### src/rtl/dma_irq_pkg.sv
package dma_irq_pkg;
  // byte offsets decoded by software
  localparam int unsigned OFS_COMBINED  = 32'h00;
  localparam int unsigned OFS_DONE_MSK  = 32'h04;
  localparam int unsigned OFS_DONE_ACK  = 32'h08;
  localparam int unsigned OFS_FAULT_MSK = 32'h0C;
  localparam int unsigned OFS_FAULT_ACK = 32'h10;
  localparam int unsigned OFS_DONE_RAW  = 32'h14;
  localparam int unsigned OFS_FAULT_RAW = 32'h18;
endpackage

### src/rtl/irq_sticky_bank.sv
module irq_sticky_bank #(
  parameter int NCH = 8
) (
  input  logic           clk,
  input  logic           rst_n,
  input  logic [NCH-1:0] set_i,
  input  logic [NCH-1:0] clr_i,
  output logic [NCH-1:0] raw_o
);
  genvar g;
  generate
    for (g = 0; g < NCH; g++) begin : g_bit
      always_ff @(posedge clk or negedge rst_n) begin
        if (!rst_n)         raw_o[g] <= 1'b0;
        else if (set_i[g])  raw_o[g] <= 1'b1;   // event beats acknowledge
        else if (clr_i[g])  raw_o[g] <= 1'b0;
      end
    end
  endgenerate

  assert_set_wins_R7: assert property (@(posedge clk) disable iff (!rst_n)
    (|set_i) |=> ((raw_o & $past(set_i)) == $past(set_i)));
  assert_ack_clears_R5: assert property (@(posedge clk) disable iff (!rst_n)
    (|(clr_i & ~set_i)) |=> ((raw_o & $past(clr_i & ~set_i)) == '0));
  assert_no_spurious_R3: assert property (@(posedge clk) disable iff (!rst_n)
    ((raw_o & ~$past(raw_o) & ~$past(set_i)) == '0));
endmodule

### src/rtl/irq_reg_mux.sv
module irq_reg_mux
  import dma_irq_pkg::*;
#(
  parameter int NCH = 8,
  parameter int AW  = 8,
  parameter int DW  = 32
) (
  input  logic [AW-1:0]  addr,
  input  logic [NCH-1:0] done_raw,
  input  logic [NCH-1:0] fault_raw,
  input  logic [NCH-1:0] done_msk,
  input  logic [NCH-1:0] fault_msk,
  output logic [DW-1:0]  rdata
);
  logic [NCH-1:0] sel;
  always_comb begin
    sel = '0;
    if      (addr == AW'(OFS_COMBINED))  sel = done_msk | fault_msk;
    else if (addr == AW'(OFS_DONE_MSK))  sel = done_msk;
    else if (addr == AW'(OFS_FAULT_MSK)) sel = fault_msk;
    else if (addr == AW'(OFS_DONE_RAW))  sel = done_raw;
    else if (addr == AW'(OFS_FAULT_RAW)) sel = fault_raw;
    rdata = DW'(sel);
  end

  always_comb begin
    if (addr != AW'(OFS_COMBINED) && addr != AW'(OFS_DONE_MSK) &&
        addr != AW'(OFS_FAULT_MSK) && addr != AW'(OFS_DONE_RAW) &&
        addr != AW'(OFS_FAULT_RAW))
      assert_unmapped_zero_R11: assert (rdata == '0);
  end
endmodule

### src/rtl/dma_irq_agg.sv
module dma_irq_agg
  import dma_irq_pkg::*;
#(
  parameter int NCH = 8,
  parameter int AW  = 8,
  parameter int DW  = 32
) (
  input  logic           clk,
  input  logic           rst_n,
  input  logic [NCH-1:0] done_pulse,
  input  logic [NCH-1:0] done_irq_req,
  input  logic [NCH-1:0] fault_pulse,
  input  logic [NCH-1:0] done_en,
  input  logic [NCH-1:0] fault_en,
  input  logic [AW-1:0]  reg_addr,
  input  logic           reg_we,
  input  logic [DW-1:0]  reg_wdata,
  output logic [DW-1:0]  reg_rdata,
  output logic           irq
);
  logic [NCH-1:0] done_raw, fault_raw, done_msk, fault_msk;
  logic [NCH-1:0] done_set, done_clr, fault_clr;

  assign done_set  = done_pulse & done_irq_req;
  assign done_clr  = (reg_we && reg_addr == AW'(OFS_DONE_ACK))  ? reg_wdata[NCH-1:0] : '0;
  assign fault_clr = (reg_we && reg_addr == AW'(OFS_FAULT_ACK)) ? reg_wdata[NCH-1:0] : '0;

  irq_sticky_bank #(.NCH(NCH)) u_done (
    .clk(clk), .rst_n(rst_n), .set_i(done_set), .clr_i(done_clr), .raw_o(done_raw));
  irq_sticky_bank #(.NCH(NCH)) u_fault (
    .clk(clk), .rst_n(rst_n), .set_i(fault_pulse), .clr_i(fault_clr), .raw_o(fault_raw));

  assign done_msk  = done_raw & done_en;
  assign fault_msk = fault_raw & fault_en;
  assign irq       = |(done_msk | fault_msk);

  irq_reg_mux #(.NCH(NCH), .AW(AW), .DW(DW)) u_mux (
    .addr(reg_addr), .done_raw(done_raw), .fault_raw(fault_raw),
    .done_msk(done_msk), .fault_msk(fault_msk), .rdata(reg_rdata));

  assert_irq_source_R9: assert property (@(posedge clk) disable iff (!rst_n)
    irq |-> (|(done_raw & done_en) || |(fault_raw & fault_en)));
  assert_req_gate_R2: assert property (@(posedge clk) disable iff (!rst_n)
    (|(done_pulse & ~done_irq_req & ~done_raw)) |=>
      ((done_raw & $past(done_pulse & ~done_irq_req & ~done_raw)) == '0));
endmodule

### config.mk
export PLATFORM = sky130hd
export DESIGN_NAME = dma_irq_agg
export DESIGN_NICKNAME = d
export VERILOG_FILES = /design/src/rtl/dma_irq_pkg.sv /design/src/rtl/irq_sticky_bank.sv /design/src/rtl/irq_reg_mux.sv /design/src/rtl/dma_irq_agg.sv
export SDC_FILE = /design/constraint.sdc
export NUM_CORES = 1
export LEC_CHECK = 0
export BUFFER_PORTS_ARGS = -buffer_cell sky130_fd_sc_hd__buf_2
export CORE_MARGIN = 5
export CORE_UTILIZATION = 39
export DETAILED_ROUTE_END_ITERATION = 10
export PLACE_DENSITY = 0.81
export SLEW_MARGIN = 20
export SYNTH_ARGS = -nofsm -noshare
export SYNTH_HDL_FRONTEND = slang
export SYNTH_SLANG_ARGS = --single-unit
### constraint.sdc
create_clock -name clk -period 2.75 [get_ports clk]
set_clock_uncertainty 0.15 [all_clocks]
set_input_delay 0.55 -clock clk [delete_from_list [all_inputs] [get_ports clk]]
set_output_delay 0.55 -clock clk [all_outputs]
set_load 0.05 [all_outputs]
==> results of run 1 <==
## critical path, cell delays in order
cell	delay [ns]
buf_6	0.09
or4_4	0.53
or2_4	0.27
buf_6	0.14
nor2_4	0.10
buf_6	0.14
a221oi_2	0.07
buf_6	0.17
## power breakdown
part           total [mW]  switching, mW  internal (mW)
clock network       0.161         0.0804         0.0807
registers           0.236       0.000706          0.236
logic               0.211          0.144         0.0672
total               0.609          0.225          0.384
## cell type report
type | count | area, sq um
fillers | 334 | 1510
multi-input cells | 141 | 896
repair buffers | 79 | 490
flip-flops and latches | 16 | 400
well taps | 46 | 57.6
clock buffers | 4 | 36.3
inverters | 1 | 3.75
## per-stage QoR
step | cells | worst slack [ns] | area, sq um | TNS, ns
global route | 287 | -0.0510 | 1880 | -0.292
finish | 287 | -0.0194 | 1880 | -0.0526
CTS | 286 | -0.00281 | 1850 | -0.00508
floorplan | 191 | -0.0831 | 1520 | -0.582
global placement | 280 | -0.112 | 1750 | -0.823
detailed placement | 280 | -0.117 | 1750 | -0.853
## final timing paths
check                            startpoint                to  slack (ns)  cells after the start
min in group clk             fault_pulse[6]  u_fault.raw_o[6]        0.28                      2
hold reg to reg            u_fault.raw_o[2]  u_fault.raw_o[2]        0.39                      1
setup / recovery                reg_addr[1]      reg_rdata[3]       -0.02                      8
setup reg to reg            u_done.raw_o[1]   u_done.raw_o[1]        1.85                      1
hold / removal                        rst_n   u_done.raw_o[6]       0.007                      1
max in group asynchronous             rst_n   u_done.raw_o[1]        2.17                      1
## cells in the final DEF (no fill, tap or decap), types with 2 or more instances in the layout
master,instances
buf_6,12
dfrtp_1,16
clkbuf_4,3
buf_4,8
a21oi_1,14
and4bb_1,2
conb_1,24
nand2_1,19
nor2_1,7
a21o_1,9
nor3b_1,2
a21boi_0,6
a22o_1,15
a31oi_1,8
a221oi_2,6
buf_2,59
o21ai_0,12
## kinds of logic (layout without fill, tap and decap cells)
logic type | after synthesis | count (layout)
other | 1 | 24
flip-flops | 16 | 16
buffers and inverters | 34 | 84
AO/OA/AOI/OAI | 76 | 76
AND/OR/NAND/NOR | 41 | 41
## state kept, by name, indices dropped and copies added (netlist names)
| name | count |
|---|---|
| u_fault.raw_o | 8 |
| u_done.raw_o | 8 |
## Yosys cell counts (2+ instances only)
| master | instances | area share [%] |
|---|---|---|
| a21oi_1 | 14 | 5.1 |
| nand2_1 | 19 | 5.1 |
| a21boi_0 | 6 | 3.2 |
| a22o_1 | 15 | 9.5 |
| buf_4 | 26 | 14 |
| clkbuf_1 | 5 | 1.4 |
| dfrtp_1 | 16 | 29 |
| a31oi_1 | 8 | 3.6 |
| o21ai_0 | 12 | 4.3 |
| a221oi_1 | 8 | 5.1 |
| a21o_1 | 9 | 4.9 |
| and4bb_1 | 2 | 1.8 |
| nor3b_1 | 2 | 1.1 |
| nor2_1 | 7 | 1.9 |
## layer usage
| layer | vias to the layer above | global-route usage, % |
|---|---|---|
| met3 | 5 | 6.38 |
| met4 | 0 | 6.17 |
| li1 | 732 | - |
| met2 | 74 | 29.1 |
| met1 | 714 | 18.8 |
| met5 | - | 0 |
## what timing repair did
action | in CTS | in global routing
cloned | 0 | 1
setup endpoints to repair | 8 | 8
pin swaps | 1 | 4
buffers inserted | 2 | 0
gates resized for setup | 16 | 7
==> results.toml, run 1 <==
[routing]
drtIter0Drc = 91
wl_met3_microns = 475
avgRoutedWirePerCell_microns = 14.7
drc_errors = 0
vias_per_cell = 5.31
first_pass_iters = 4
antenna_left = 0
drt_wl_total_mm = 4.22
highest_layer = "met4"
vias = 1525
met2WireLength_mm = 2.01
wl_met1_mm = 1.70

[cts]
clock_sinks = 16
cts_buffers = 3
cts-hold-fix-buffers = 0
path_clk_slew_ns = 0.10
htree_levels = 1
cts-root-buf = "clkbuf_4"
cts_tree = "built"
cts_buffer_depth = 2
clk_latency_ns = 0.29

[grt]
antenna_found_initial = 0
grt_pass1_wl_mm = 6.71
grtUsageTotal_pct = 16.9
grt_overflow = 0
grt_pass1_vias = 1512
grt_start_max_net_pins = 17

[cells_and_area]
final_layout_size_suffix_gt1_share_pct = 39.4
diodes = 0
utilization_pct = 55.6
fin_nets = 325
syn_to_final_growth_pct = 35.9

[synthesis]
syn_inst = 168
yosysWarnings = 0
synth_xor_area_share_pct = 0
synth-seq-cells = 16
synth_compound_area_share_pct = 37.8
yosys.area_share.simple_pct = 16.2
async_reset_ff_share_pct = 100
netlist_area_sq_um = 1390
synth.area.mux_share_pct = 0
ys_types = 33
avgSynthCellArea_sq_um = 8.25
synth_top_family_by_area = "compound AO/OA/AOI/OAI gates"
ys.flop_type = "dfrtp_1"
synth-edff-count = 0
ys_seq_area_share_pct = 28.9
synthAdderAreaFrac_pct = 0

[sta]
hold_viol = 0
rsz0062_at_grt = "true"
finalCriticalPeriod_ns = 2.77
whs_ns = 0.00741
setup_ws_ns = -0.0194
fin_crit_sh_pct = 101
setup_violations = 5
final_max_slew_viol_count = 0
fmax_ghz = 0.361

[critical_path]
cp_max_fo = 5
critical_path_class = "in -> out"
end_kind = "primary output"
crit_arrival_ns = 2.07
required_ns = 2.05
cp-start-kind = "input pin"

[run_status]
violations = "negative setup slack"
status = "complete, but fails checks"

[power_and_ir_drop]
powerDensity_nw_per_um2 = 323
p_total_mw = 0.609
p_leak_nw = 0.844
peakVddDrop_v = 0.000191

[floorplanning]
fp-row-count = 21
core_area_sq_um = 3390
die_h_microns = 69.6
ios = 116
dieArea_sq_um = 4850
fp.dieW_microns = 69.6
start_util_pct = 40.9

[flow_run]
drv_cap = 0

[place]
numPortBuffers = 67
dpl.hpwl_mm = 3.31
gp_congestion = 0.777

[min_path]
min_path_type = "in -> async"
(Power assumes the default switching activity.)
==> inputs of run 2 (changes only) <==
- CELL_PAD_IN_SITES_DETAIL_PLACEMENT: unset -> 2
- CELL_PAD_IN_SITES_GLOBAL_PLACEMENT: unset -> 2
- CORE_UTILIZATION: 39 -> 20
- GPL_ROUTABILITY_DRIVEN: unset -> 0
- PLACE_DENSITY: 0.81 -> unset
- PLACE_DENSITY_LB_ADDON: unset -> 0.1
- clock period: 2.75 -> 3.35 ns (I/O delays scaled with it)
==> results.toml, run 2 (synthesis results as in run 1) <==
[cells_and_area]
reg.largest.list = "u_done.raw_o (8), u_fault.raw_o (8)"
mostFrequentLayoutCells = "67 x buf_2, 24 x conb_1, 19 x nand2_1"
syn_to_final_growth_pct = 28.8
mostFrequentLayoutCell = "buf_2"
num-fill-cells = 824
fin_nets = 320
final_layout_size_suffix_gt1_share_pct = 34.7
diodes = 0
final-instance-count-excl-fill = 316

[place]
dpl.hpwl_mm = 4.33
numPortBuffers = 67
placed_cells = 312
dp_slack_ns = 0.196

[cts]
clock_sinks = 16
cts_buffer_depth = 2
clk_latency_ns = 0.26
htree_levels = 1
cts-hold-fix-buffers = 0
cts_buffers = 3
cts_resized = 0
path_clk_slew_ns = 0.07
cts_tree = "built"
cts-root-buf = "clkbuf_8"
postCtsSetupBuffers = 0

[sta]
finalCriticalPeriod_ns = 3.16
whs_ns = 0.179
setup_ws_ns = 0.186
relSlewSlack_pct = 66.6
setup_violations = 0
finalSetupTns_ns = 0
fmax_ghz = 0.316
tightest_slew_ns = 0.501
final_max_slew_viol_count = 0
rsz0062_at_grt = "false"
hold_viol = 0
fin_crit_sh_pct = 94.5

[run_status]
status = "complete, no violations"

[routing]
drt_wl_total_mm = 5.38
first_pass_iters = 4
drtIter0Drc = 26
vias_per_cell = 4.71
vias = 1489
drc_errors = 0
avgRoutedWirePerCell_microns = 17.0
antenna_left = 0

[floorplanning]
dieArea_sq_um = 8700
die_h_microns = 93.3
core_area_sq_um = 6760
ios = 116
fp-row-count = 30
fp.dieW_microns = 93.3
start_util_pct = 20.5

[power_and_ir_drop]
intPower_mw = 0.348
switching_share_pct = 36.2
powerDensity_nw_per_um2 = 306
comb_power_share_pct = 30.4
p_leak_nw = 0.804
clkPwrFrac_pct = 34.1
peakVddDrop_v = 0.0000993
seq_power_share_pct = 35.5
p_total_mw = 0.546
p_switching_mw = 0.198

[grt]
gr-usage-met1_pct = 16.6
antenna_found_initial = 0
busiest_layer = "met2"
grt_pass1_vias = 1720
grt_pass1_wl_mm = 8.65
grt_overflow = 0
grtUsageTotal_pct = 12.6
grt_use_met3_pct = 2.41
grtUsageMet2_pct = 21.1
grt_start_max_net_pins = 17

[critical_path]
path_cells = "buf_2 -> or4_4 -> or2_0 -> buf_4 -> a221oi_1 -> buf_2"
cp_slowest_cell = "or4_4"
end_kind = "primary output"
crit_arrival_ns = 2.34
cp_max_fo = 9
critical_path_class = "in -> out"
required_ns = 2.53
cpMostUsedCell = "buf_2"
cp-start-kind = "input pin"
max_stage_delay_ns = 0.53
path_delay_family = "simple AND/OR/NAND/NOR gates"
worstPathBufferInverterCount = 3

[min_path]
min_path_type = "in -> async"

[flow_run]
drv_cap = 0
run 2: cell count changes in the layout (fill, tap and decap cells not counted):
cell | previous run | this run
clkbuf_4 | 3 | 0
clkbuf_8 | 1 | 4
a221oi_4 | 1 | 0
a221oi_1 | 1 | 8
buf_2 | 59 | 67
or2_4 | 1 | 0
buf_6 | 12 | 0
a221oi_2 | 6 | 0
buf_4 | 8 | 7
or2_0 | 0 | 1
run 2: layout make-up:
| class | instances | area, sq um | area share, % |
|---|---|---|---|
| multi-input combinational | 141 | 838 | 47.0 |
| clock buffer | 4 | 55.1 | 3.08 |
| sequential | 16 | 400 | 22.4 |
| tap | 80 | 100 | 5.61 |
| timing repair buffer | 74 | 388 | 21.7 |
| inverter | 1 | 3.75 | 0.210 |
run 2: worst paths after layout:
check	start	cells after the start	slack, ns	end
worst min register to register	u_fault.raw_o[3]	1	0.38	u_fault.raw_o[3]
min in group clk	u_fault.raw_o[3]	1	0.38	u_fault.raw_o[3]
worst max-delay path	reg_addr[1]	6	0.19	reg_rdata[5]
max in group asynchronous	rst_n	1	2.59	u_done.raw_o[6]
worst min-delay path	rst_n	1	0.18	u_done.raw_o[0]
worst max register to register	u_done.raw_o[7]	1	2.44	u_done.raw_o[7]
run 2: power by group through the flow:
stage	clock network [mW]	logic [mW]	registers, mW
after global routing	0.208	0.181	0.194
after detailed placement	0	0.167	0.198
after floorplan	0	0.129	0.198
final	0.186	0.166	0.194
after CTS	0.197	0.167	0.194
after global placement	0	0.166	0.198
run 2: stage by stage:
step	area (sq um)	util, %
finish	1790	26.4
global route	1790	26.4
CTS	1790	26.4
detailed placement	1730	25.6
global placement	1730	25.6
floorplan	1470	-
run 2: per-layer routing:
metal  vias to the layer above  share of wire (%)
met1                       717                 46
met5                         -                  0
met2                        53                 49
met3                         5                4.7
li1                        714                  -
met4                         0               0.58
